===== src/rtl/bwm_pkg.sv =====
package bwm_pkg;
  localparam logic [1:0] ADDR_PRESC = 2'd0;
  localparam logic [1:0] ADDR_CFG   = 2'd1;
  localparam logic [1:0] ADDR_PEAK  = 2'd2;

  localparam int CFG_WIN_LSB = 16;

  typedef enum logic [1:0] {
    UNIT_BYTE = 2'd0,
    UNIT_KIB  = 2'd1,
    UNIT_MIB  = 2'd2,
    UNIT_MIB2 = 2'd3
  } unit_e;

  function automatic int unsigned unit_shift(unit_e u);
    case (u)
      UNIT_BYTE: return 0;
      UNIT_KIB:  return 10;
      default:   return 20;
    endcase
  endfunction
endpackage


===== src/rtl/bwm_regs.sv =====
module bwm_regs
  import bwm_pkg::*;
#(
  parameter int PRE_W   = 16,
  parameter int WIN_W   = 16,
  parameter int WIN_RST = 49999
) (
  input  logic             clk,
  input  logic             rst_n,
  input  logic             wr,
  input  logic [1:0]       addr,
  input  logic [31:0]      wdata,
  output logic [PRE_W-1:0] presc,
  output logic [WIN_W-1:0] win_len,
  output unit_e            unit,
  output logic             en,
  output logic             clr
);
  logic [PRE_W-1:0] presc_q, presc_d;
  logic [WIN_W-1:0] win_q, win_d;
  unit_e            unit_q, unit_d;
  logic             en_q, en_d, en_prev_q;
  logic             wdata_unused;

  assign wdata_unused = &{1'b0, wdata};

  always_comb begin
    presc_d = presc_q;
    win_d   = win_q;
    unit_d  = unit_q;
    en_d    = en_q;
    if (wr && addr == ADDR_PRESC) begin
      presc_d = wdata[PRE_W-1:0];
    end
    if (wr && addr == ADDR_CFG) begin
      win_d  = wdata[CFG_WIN_LSB +: WIN_W];
      unit_d = unit_e'(wdata[2:1]);
      en_d   = wdata[0];
    end
  end

  always_ff @(posedge clk or negedge rst_n) begin
    if (!rst_n) begin
      presc_q   <= '0;
      win_q     <= WIN_W'(WIN_RST);
      unit_q    <= UNIT_BYTE;
      en_q      <= 1'b0;
      en_prev_q <= 1'b0;
    end else begin
      presc_q   <= presc_d;
      win_q     <= win_d;
      unit_q    <= unit_d;
      en_q      <= en_d;
      en_prev_q <= en_q;
    end
  end

  assign presc   = presc_q;
  assign win_len = win_q;
  assign unit    = unit_q;
  assign en      = en_q;
  assign clr     = en_q & ~en_prev_q;

  AST_CLR_AFTER_ENABLE_WRITE: assert property (@(posedge clk) disable iff (!rst_n)
    (wr && addr == ADDR_CFG && wdata[0] && !en_q) |=> clr) else $error("clr missing");
  AST_NO_CLR_WHILE_ON: assert property (@(posedge clk) disable iff (!rst_n)
    en_q |=> !clr) else $error("clr while enabled");
endmodule


===== src/rtl/bwm_ticker.sv =====
module bwm_ticker #(
  parameter int PRE_W = 16,
  parameter int WIN_W = 16
) (
  input  logic             clk,
  input  logic             rst_n,
  input  logic             active,
  input  logic             clr,
  input  logic [PRE_W-1:0] presc,
  input  logic [WIN_W-1:0] win_len,
  output logic             win_end
);
  logic [PRE_W-1:0] pre_q, pre_d;
  logic [WIN_W-1:0] win_q, win_d;
  logic             tick;
  logic             cnt_ce;

  assign tick    = active && (pre_q >= presc);
  assign win_end = tick && (win_q >= win_len);
  assign cnt_ce  = active | clr;

  always_comb begin
    pre_d = pre_q;
    win_d = win_q;
    if (clr) begin
      pre_d = '0;
      win_d = '0;
    end else if (active) begin
      pre_d = tick ? '0 : pre_q + 1'b1;
      if (tick) begin
        win_d = win_end ? '0 : win_q + 1'b1;
      end
    end
  end

  always_ff @(posedge clk or negedge rst_n) begin
    if (!rst_n) begin
      pre_q <= '0;
      win_q <= '0;
    end else if (cnt_ce) begin
      pre_q <= pre_d;
      win_q <= win_d;
    end
  end

  AST_TICK_RESTARTS: assert property (@(posedge clk) disable iff (!rst_n)
    tick |=> (pre_q == '0)) else $error("prescaler not restarted");
  AST_CLEAR_COUNTERS: assert property (@(posedge clk) disable iff (!rst_n)
    clr |=> (pre_q == '0 && win_q == '0)) else $error("counters not cleared");
endmodule


===== src/rtl/bwm_accum.sv =====
module bwm_accum
  import bwm_pkg::*;
#(
  parameter int XFER_W = 16,
  parameter int ACC_W  = 40,
  parameter int PEAK_W = 32
) (
  input  logic              clk,
  input  logic              rst_n,
  input  logic              active,
  input  logic              clr,
  input  logic              win_end,
  input  unit_e             unit,
  input  logic [XFER_W-1:0] xfer,
  output logic [PEAK_W-1:0] peak
);
  localparam logic [ACC_W-1:0] PEAK_MAX = {{(ACC_W-PEAK_W){1'b0}}, {PEAK_W{1'b1}}};

  logic [ACC_W-1:0]  acc_q, acc_d;
  logic [PEAK_W-1:0] peak_q, peak_d;
  logic [ACC_W-1:0]  scaled;
  logic [PEAK_W-1:0] clipped;
  logic              acc_ce;

  assign scaled  = acc_q >> unit_shift(unit);
  assign clipped = (scaled > PEAK_MAX) ? {PEAK_W{1'b1}} : scaled[PEAK_W-1:0];
  assign acc_ce  = active | clr;

  always_comb begin
    acc_d  = acc_q;
    peak_d = peak_q;
    if (clr) begin
      acc_d  = '0;
      peak_d = '0;
    end else if (active) begin
      acc_d = win_end ? ACC_W'(xfer) : acc_q + ACC_W'(xfer);
      if (win_end && clipped > peak_q) begin
        peak_d = clipped;
      end
    end
  end

  always_ff @(posedge clk or negedge rst_n) begin
    if (!rst_n) begin
      acc_q  <= '0;
      peak_q <= '0;
    end else if (acc_ce) begin
      acc_q  <= acc_d;
      peak_q <= peak_d;
    end
  end

  assign peak = peak_q;

  AST_PEAK_NEVER_DROPS: assert property (@(posedge clk) disable iff (!rst_n)
    !clr |=> (peak_q >= $past(peak_q))) else $error("peak decreased");
  AST_PEAK_CLEARED: assert property (@(posedge clk) disable iff (!rst_n)
    clr |=> (peak_q == '0 && acc_q == '0)) else $error("peak not cleared");
  AST_IDLE_HOLD: assert property (@(posedge clk) disable iff (!rst_n)
    (!active && !clr) |=> $stable(peak_q)) else $error("peak moved while idle");
  AST_BOUNDARY_CARRY: assert property (@(posedge clk) disable iff (!rst_n)
    win_end |=> (acc_q == ACC_W'($past(xfer)))) else $error("boundary bytes lost");
endmodule


===== src/rtl/bw_monitor.sv =====
module bw_monitor
  import bwm_pkg::*;
#(
  parameter int XFER_W  = 16,
  parameter int ACC_W   = 40,
  parameter int PEAK_W  = 32,
  parameter int PRE_W   = 16,
  parameter int WIN_W   = 16,
  parameter int WIN_RST = 49999
) (
  input  logic              clk,
  input  logic              rst_n,
  input  logic              reg_wr,
  input  logic [1:0]        reg_addr,
  input  logic [31:0]       reg_wdata,
  output logic [31:0]       reg_rdata,
  input  logic [XFER_W-1:0] xfer_bytes
);
  logic [PRE_W-1:0]  presc;
  logic [WIN_W-1:0]  win_len;
  unit_e             unit;
  logic              en, clr, active, win_end;
  logic [PEAK_W-1:0] peak;

  assign active = en & ~clr;

  bwm_regs #(.PRE_W(PRE_W), .WIN_W(WIN_W), .WIN_RST(WIN_RST)) u_regs (
    .clk(clk), .rst_n(rst_n), .wr(reg_wr), .addr(reg_addr), .wdata(reg_wdata),
    .presc(presc), .win_len(win_len), .unit(unit), .en(en), .clr(clr)
  );

  bwm_ticker #(.PRE_W(PRE_W), .WIN_W(WIN_W)) u_ticker (
    .clk(clk), .rst_n(rst_n), .active(active), .clr(clr),
    .presc(presc), .win_len(win_len), .win_end(win_end)
  );

  bwm_accum #(.XFER_W(XFER_W), .ACC_W(ACC_W), .PEAK_W(PEAK_W)) u_accum (
    .clk(clk), .rst_n(rst_n), .active(active), .clr(clr), .win_end(win_end),
    .unit(unit), .xfer(xfer_bytes), .peak(peak)
  );

  always_comb begin
    case (reg_addr)
      ADDR_PRESC: reg_rdata = 32'(presc);
      ADDR_CFG:   reg_rdata = (32'(win_len) << CFG_WIN_LSB) | (32'(unit) << 1) | 32'(en);
      ADDR_PEAK:  reg_rdata = 32'(peak);
      default:    reg_rdata = '0;
    endcase
  end

  AST_CFG_WRITE_KEEPS_PEAK: assert property (@(posedge clk) disable iff (!rst_n)
    (reg_wr && reg_addr == ADDR_CFG && en && reg_wdata[0] && !win_end) |=> $stable(peak))
    else $error("config write disturbed peak");
endmodule


===== config.mk =====
export PLATFORM = sky130hd
export DESIGN_NAME = bw_monitor
export DESIGN_NICKNAME = d
export VERILOG_FILES = /design/src/rtl/bwm_pkg.sv /design/src/rtl/bwm_regs.sv /design/src/rtl/bwm_ticker.sv /design/src/rtl/bwm_accum.sv /design/src/rtl/bw_monitor.sv
export SDC_FILE = /design/constraint.sdc
export NUM_CORES = 1
export LEC_CHECK = 0
export BUFFER_PORTS_ARGS = -buffer_cell sky130_fd_sc_hd__buf_4
export CORE_UTILIZATION = 30
export DETAILED_ROUTE_END_ITERATION = 8
export PLACE_DENSITY_LB_ADDON = 0.08
export SLEW_MARGIN = 10
export SYNTH_ARGS = -nofsm -noshare
export SYNTH_HDL_FRONTEND = slang
export SYNTH_HIERARCHICAL = 1
export SYNTH_SLANG_ARGS = --single-unit

===== constraint.sdc =====
create_clock -name clk -period 7.65 [get_ports clk]
set_clock_uncertainty 0.05 [all_clocks]
set_input_delay 0.765 -clock clk [delete_from_list [all_inputs] [get_ports clk]]
set_output_delay 0.765 -clock clk [all_outputs]
set_load 0.01 [all_outputs]

; Yosys cells after proc, flatten, opt, wreduce, memory -nomap -nowiden
; Index checks and enable logic that the tools add are counted.
[word_totals]
reg_bits = 140
latchBits = 0
ram_bits = 0
mem_bits_ro = 0
in_bits = 53
out_inout_bits = 32
word_cells = 56
memories = 0
[classes]
addsub = 3
n_mul = 0
div_mod_pow = 0
magnitude_cmp = 4
n_eq_ne = 3
shift = 1
n_mux = 16
n_bitwise = 7
n_reduce_logical = 13
[ops]
columns = operator, count
row1 = $mux W32, 4
row2 = $mux W40, 3
row3 = $mux W16, 7
row4 = $pmux W32 S3, 1
row5 = $add A40 B16 Y40, 1
row6 = $gt A40 B32 Y1 const B, 1
row7 = $shr A40 B5 Y40, 1
row8 = $add A16 B1 Y16 const B, 2
row9 = $ge A16 B16 Y1, 2
row10 = $gt A32 B32 Y1, 1
row11 = $or A32 B1 Y32, 1
row12 = $or A32 B3 Y32, 1
row13 = $pmux W5 S2, 1
row14 = $reduce_and A3 Y1, 2
row15 = $reduce_bool A2 Y1, 3
row16 = $logic_and A1 B1 Y1, 5
row17 = $eq A2 B1 Y1 const B, 2
row18 = $logic_not A2 Y1, 2
row19 = $and A1 B1 Y1, 2
row20 = $eq A2 B2 Y1 const B, 1
row21 = $not A1 Y1, 2
row22 = $reduce_and A2 Y1, 1
row23 = $or A1 B1 Y1, 1

; Depth between registers and ports, before layout
[logic_depth]
word_depth = 10
mapped_depth = 16
ltp_nobuf = 13

; Cells and area by module
; The synthesis kept the hierarchy.
[modules_own_cells]
columns = module, n_inst, cells_each, area_per_inst_um2, seq_area_each_um2
row1 = bwm_accum, 1, 702, 5844.4, 1801.7
row2 = bwm_ticker, 1, 301, 2547.4, 800.8
row3 = bwm_regs, 1, 77, 1413.9, 912.1
row4 = bw_monitor, 1, 59, 476.7, 0.0

; Least setup slack after synthesis
; Ideal clock, no wire load.
[synth_path]
path_type = register to register
start = reg u_ticker.pre_q[13]
end = reg u_accum.peak_q[22], in the netlist u_accum/peak[22]
setup_ps = 132
arrival_time_ps = 3184
t_required_ps = 7468
path_slack_ps = 4284
stages_incl_launch_ff = 15
path_buffers = 4
synth_period_minus_slack_ps = 3366
cell_sequence = dfrtp_1 > ha_1 > nand4_1 > or4_1 > nor4_2 > o31ai_1 > buf_2 > nor2_1 > clkbuf_1 > nand4_1 > o31a_2 > buf_6 > buf_8 > mux2i_1 > nor2_1
[synth_via]
elab_chain_len = 6
[synth_rtl]
columns = item, line_no
row1 = "start, declared", bwm_ticker.sv:13  ; logic [PRE_W-1:0] pre_q, pre_d;
row2 = "start signal, assigned", bwm_ticker.sv:41  ; pre_q <= pre_d;
row3 = $ge A16 B16 Y1, bwm_ticker.sv:18  ; assign tick = active && (pre_q >= presc);
row4 = $logic_and A1 B1 Y1, bwm_ticker.sv:18
row5 = $logic_and A1 B1 Y1, bwm_ticker.sv:19  ; assign win_end = tick && (win_q >= win_len);
row6 = named net win_end, bw_monitor.sv:22  ; logic en, clr, active, win_end;
row7 = $logic_and A1 B1 Y1, bwm_accum.sv:37  ; if (win_end && clipped > peak_q) begin
row8 = $reduce_bool A2 Y1 (no line), --
row9 = $reduce_and A3 Y1 (no line), --
row10 = "end signal, assigned", bwm_accum.sv:49  ; peak_q <= peak_d;
row11 = "end, declared", bwm_accum.sv:20  ; logic [PEAK_W-1:0] peak_q, peak_d;
; The timed path passes the listed nets, and every way through them passes these cells.
; A chain may end at the register's enable or synchronous reset.

; Worst setup path in the final report
[layout_path]
start = reg u_regs.unit_q[0], in the netlist u_regs/unit[0]
end = reg u_accum.peak_q[17], in the netlist u_accum/peak[17]
[layout_via]
elab_chain_len = 9
word_cells_on_any_way = 13
cone_classes = order compare: 2 / eq/ne: 1 / shift: 1 / mux: 5 / reduce/logical: 4
[layout_rtl]
columns = item, line_no
row1 = "start, declared", bwm_regs.sv:21  ; unit_e unit_q, unit_d;
row2 = "start signal, assigned", bwm_regs.sv:52  ; unit_q <= unit_d;
row3 = $eq A2 B1 Y1 / $logic_not A2 Y1 (equally long branches), bwm_pkg.sv:16  ; case (u)
row4 = $pmux W5 S2 *, bwm_pkg.sv:16
row5 = $shr A40 B5 Y40 *, bwm_accum.sv:25  ; assign scaled = acc_q >> unit_shift(unit);
row6 = $gt A40 B32 Y1, bwm_accum.sv:26  ; assign clipped = (scaled > PEAK_MAX) ? {PEAK_W{1'b1}} : scaled[PEAK_W-1:0];
row7 = $mux W32 *, bwm_accum.sv:26
row8 = $gt A32 B32 Y1, bwm_accum.sv:37
row9 = $logic_and A1 B1 Y1, bwm_accum.sv:37
row10 = $reduce_bool A2 Y1 (no line), --
row11 = $reduce_and A3 Y1 (no line), --
; Mark *: on every way between the ends. The rest lies on a longest branch, timed or not. The select of a mux whose other input is x is not followed.

==> impl_metrics.tcl <==
set metrics [dict create \
    status "complete, no violations" \
    grt_overflow 0 \
    gp_congestion 0.820 \
    cts-buffers-inserted 17 \
    wl_per_cell_um 19.7 \
    syn_nets 1275 \
    max-slew-margin-rel_pct 32.9 \
    drcViolationCount 0 \
    cp.required_ns 7.89 \
    initial_core_util_pct 30.6 \
    clk_path_buf_depth 2 \
    async_flop_share_pct 100 \
    routed_via_density 5.34 \
    die_h_um 187 \
    htreeDepth 4 \
    synth_area_per_cell_um2 9.03 \
    grt_antenna_before_repair 0 \
    synth.area.top_cells "dfrtp_1, ha_1, nand2_1" \
    post_dp_cell_area_um2 11200 \
    grtUsageTotal_pct 18.7 \
    p_leak_nw 5.37 \
    chipWidth_um 187 \
    hold_class "in -> async" \
    die_area_um2 35000 \
    p_per_area_nw_per_um2 251 \
    clock-sinks 140 \
    synth_largest_area_cell "dfrtp_1" \
    io_pins 85 \
    min_period_ns 5.25 \
    ant_nets 0 \
    ys_seq_elements 140 \
    drv_slew 0 \
    drt_iter0_drc 488 \
    holdBufCountCts 0 \
    synth_seq_area_share_pct 34.2 \
    numPortBuffers 84 \
    hpwlAfterDp_um 22900 \
    hold_viol 0 \
    fmax_ghz 0.190 \
    core_area_um2 33600 \
    rows 67 \
    fin_crit_sh_pct 68.7 \
    dp.cells 1602 \
    cts_setup_buffers 0 \
    synthDistinctLibCells 89 \
    worst_pin_slew_ns 1.00 \
    synth_common_cells "dfrtp_1, nand2_1, nor2_1, ha_1, inv_1" \
    crit_path_end_kind "register" \
    layout.nets 1309 \
    crit_type "reg -> reg" \
    critPathArrivalTime_ns 5.49 \
    maxCapViolCount 0 \
    synthFlopType "dfrtp_1" \
    fin_area_um2 11800 \
    syn2layout_area_growth_pct 14.3 \
    post_cts_resize_count 0 \
    grt_pass1_vias 8638 \
    synth_top_cell_area_share_pct 31.9 \
    drt_pass1_iterations 5 \
    clock_latency_ns 0.45 \
    yosysWarnings 6 \
    vias 8731 \
    synth_edf_count 0 \
    rsz0062_at_grt "no" \
    grt_max_degree 82 \
    whs_ns 0.298 \
    setup_viol 0 \
    tritoncts "built" \
    antennaDiodeCount 0 \
    fin_tns_setup_ns 0 \
    fill_cells 3431 \
    clockRootBuffer "clkbuf_16" \
    ir_drop_uv 184 \
    cts.clk_slew.worst_paths_ns 0.06 \
    finalNonFillerCells 1634 \
    crit_fanout 32 \
    setup.worst_path.start_class "register" \
    synth_most_common_cell "dfrtp_1" \
    totalWireLength_um 32200 \
    syn-instance-count 1139 \
    synth_area_um2 10300 \
    layout-drive-gt1-share_pct 18.3 \
    grt_first_pass_wirelength_um 50900 \
]
==> cell usage in the layout (no fill, tap or decap), types with 6 or more instances in the layout <==
| cell | count |
|---|---|
| nand2_1 | 102 |
| o21ai_1 | 6 |
| buf_4 | 93 |
| or3_1 | 7 |
| clkbuf_16 | 17 |
| a21oi_1 | 63 |
| mux2_4 | 10 |
| a31oi_1 | 15 |
| nand3_1 | 39 |
| a211oi_1 | 11 |
| xnor2_1 | 11 |
| a211oi_2 | 11 |
| nor3_1 | 14 |
| and3_1 | 17 |
| a22o_1 | 17 |
| mux2_2 | 26 |
| mux2i_1 | 34 |
| nand2b_1 | 6 |
| inv_1 | 77 |
| dfrtp_1 | 131 |
| dfstp_2 | 9 |
| nor2b_1 | 6 |
| o221ai_1 | 10 |
| and4_1 | 7 |
| nor2_1 | 96 |
| a21o_1 | 8 |
| xor2_1 | 14 |
| o22ai_1 | 17 |
| ha_1 | 82 |
| o211ai_1 | 14 |
| o21ai_0 | 39 |
| o221a_2 | 10 |
| nand4_1 | 23 |
| o21a_1 | 11 |
| a32oi_1 | 6 |
| and2_1 | 8 |
==> registers in the layout (all words and copies together) (netlist names) <==
| signal | cells |
|---|---|
| u_accum/acc_q | 40 |
| u_accum/peak | 32 |
| u_regs/presc | 16 |
| u_regs/win_len | 16 |
| u_ticker/pre_q | 16 |
| u_ticker/win_q | 16 |
| u_regs/unit | 2 |
| u_regs/en | 1 |
| u_regs/en_prev_q | 1 |
==> area by class of cell <==
| class | count | area (µm²) | area share, % |
|---|---|---|---|
| multi-input cells | 842 | 6070 | 51.7 |
| flip-flops and latches | 140 | 3510 | 29.9 |
| repair buffers | 94 | 709 | 6.03 |
| well taps | 448 | 561 | 4.77 |
| clock buffers | 19 | 443 | 3.77 |
| inverters | 78 | 293 | 2.49 |
| clock inverters | 13 | 164 | 1.39 |
==> logic make-up after synthesis <==
| kind of cell | synth area share (%) |
|---|---|
| fa+ha+maj | 10.2 |
| compound gates | 21.3 |
| mux | 7.62 |
| simple gates | 17.7 |
| flops | 34.2 |
| xor+xnor | 2.13 |
| buf+inv | 6.97 |
==> metrics by stage <==
stage | setup slack, ns | utilization [%] | total power, mW
after floorplan | 4.28 | - | 1.73
after global placement | 2.51 | 33.2 | 2.07
after detailed placement | 2.42 | 33.2 | 2.07
after CTS | 2.38 | 35.0 | 2.98
after global routing | 1.97 | 35.0 | 3.16
final | 2.40 | 35.0 | 2.95
==> worst max-delay path, stage by stage, from the launching register on <==
cell and delay, ns:
dfrtp_1 0.52, inv_1 0.74, and2_1 0.25, nand2_1 0.43
o22ai_1 0.28, o21ai_0 0.20, ha_1 0.37, nand4_2 0.14
nor4_1 0.54, a31oi_1 0.16, o31ai_1 0.09, o31a_2 0.53
buf_4 0.48, mux2i_1 0.24, nor2_1 0.05
==> routing by layer <==
layer / GRT usage (%) / routed length, µm / share of wire [%] / up-vias
li1: - / - / - / 4251
met1: 26.4 / 15800 / 49 / 4299
met2: 28.9 / 14800 / 46 / 147
met3: 3.75 / 1180 / 3.7 / 34
met4: 5.30 / 445 / 1.4 / 0
met5: 0 / 0 / 0 / -
==> worst paths after layout <==
check,from,endpoint,slack (ns),cells after the start
max in group asynchronous,rst_n,u_accum/acc_q[24],5.82,2
min in group clk,u_regs/en,u_regs/en_prev_q,0.42,0
worst max register to register,u_regs/unit[0],u_accum/peak[17],2.40,14
worst min register to register,u_regs/en,u_regs/en_prev_q,0.42,0
worst min-delay path,rst_n,u_ticker/pre_q[9],0.30,1
worst max-delay path,u_regs/unit[0],u_accum/peak[17],2.40,14
==> report_power, final <==
group	total [mW]	internal, mW	leakage (nW)	switching (mW)
registers	0.959	0.836	1.84	0.123
clock network	0.898	0.524	0.294	0.374
logic	1.10	0.440	3.24	0.656
total	2.95	1.80	5.37	1.15
No activity file was read; power rests on OpenSTA's default activity.
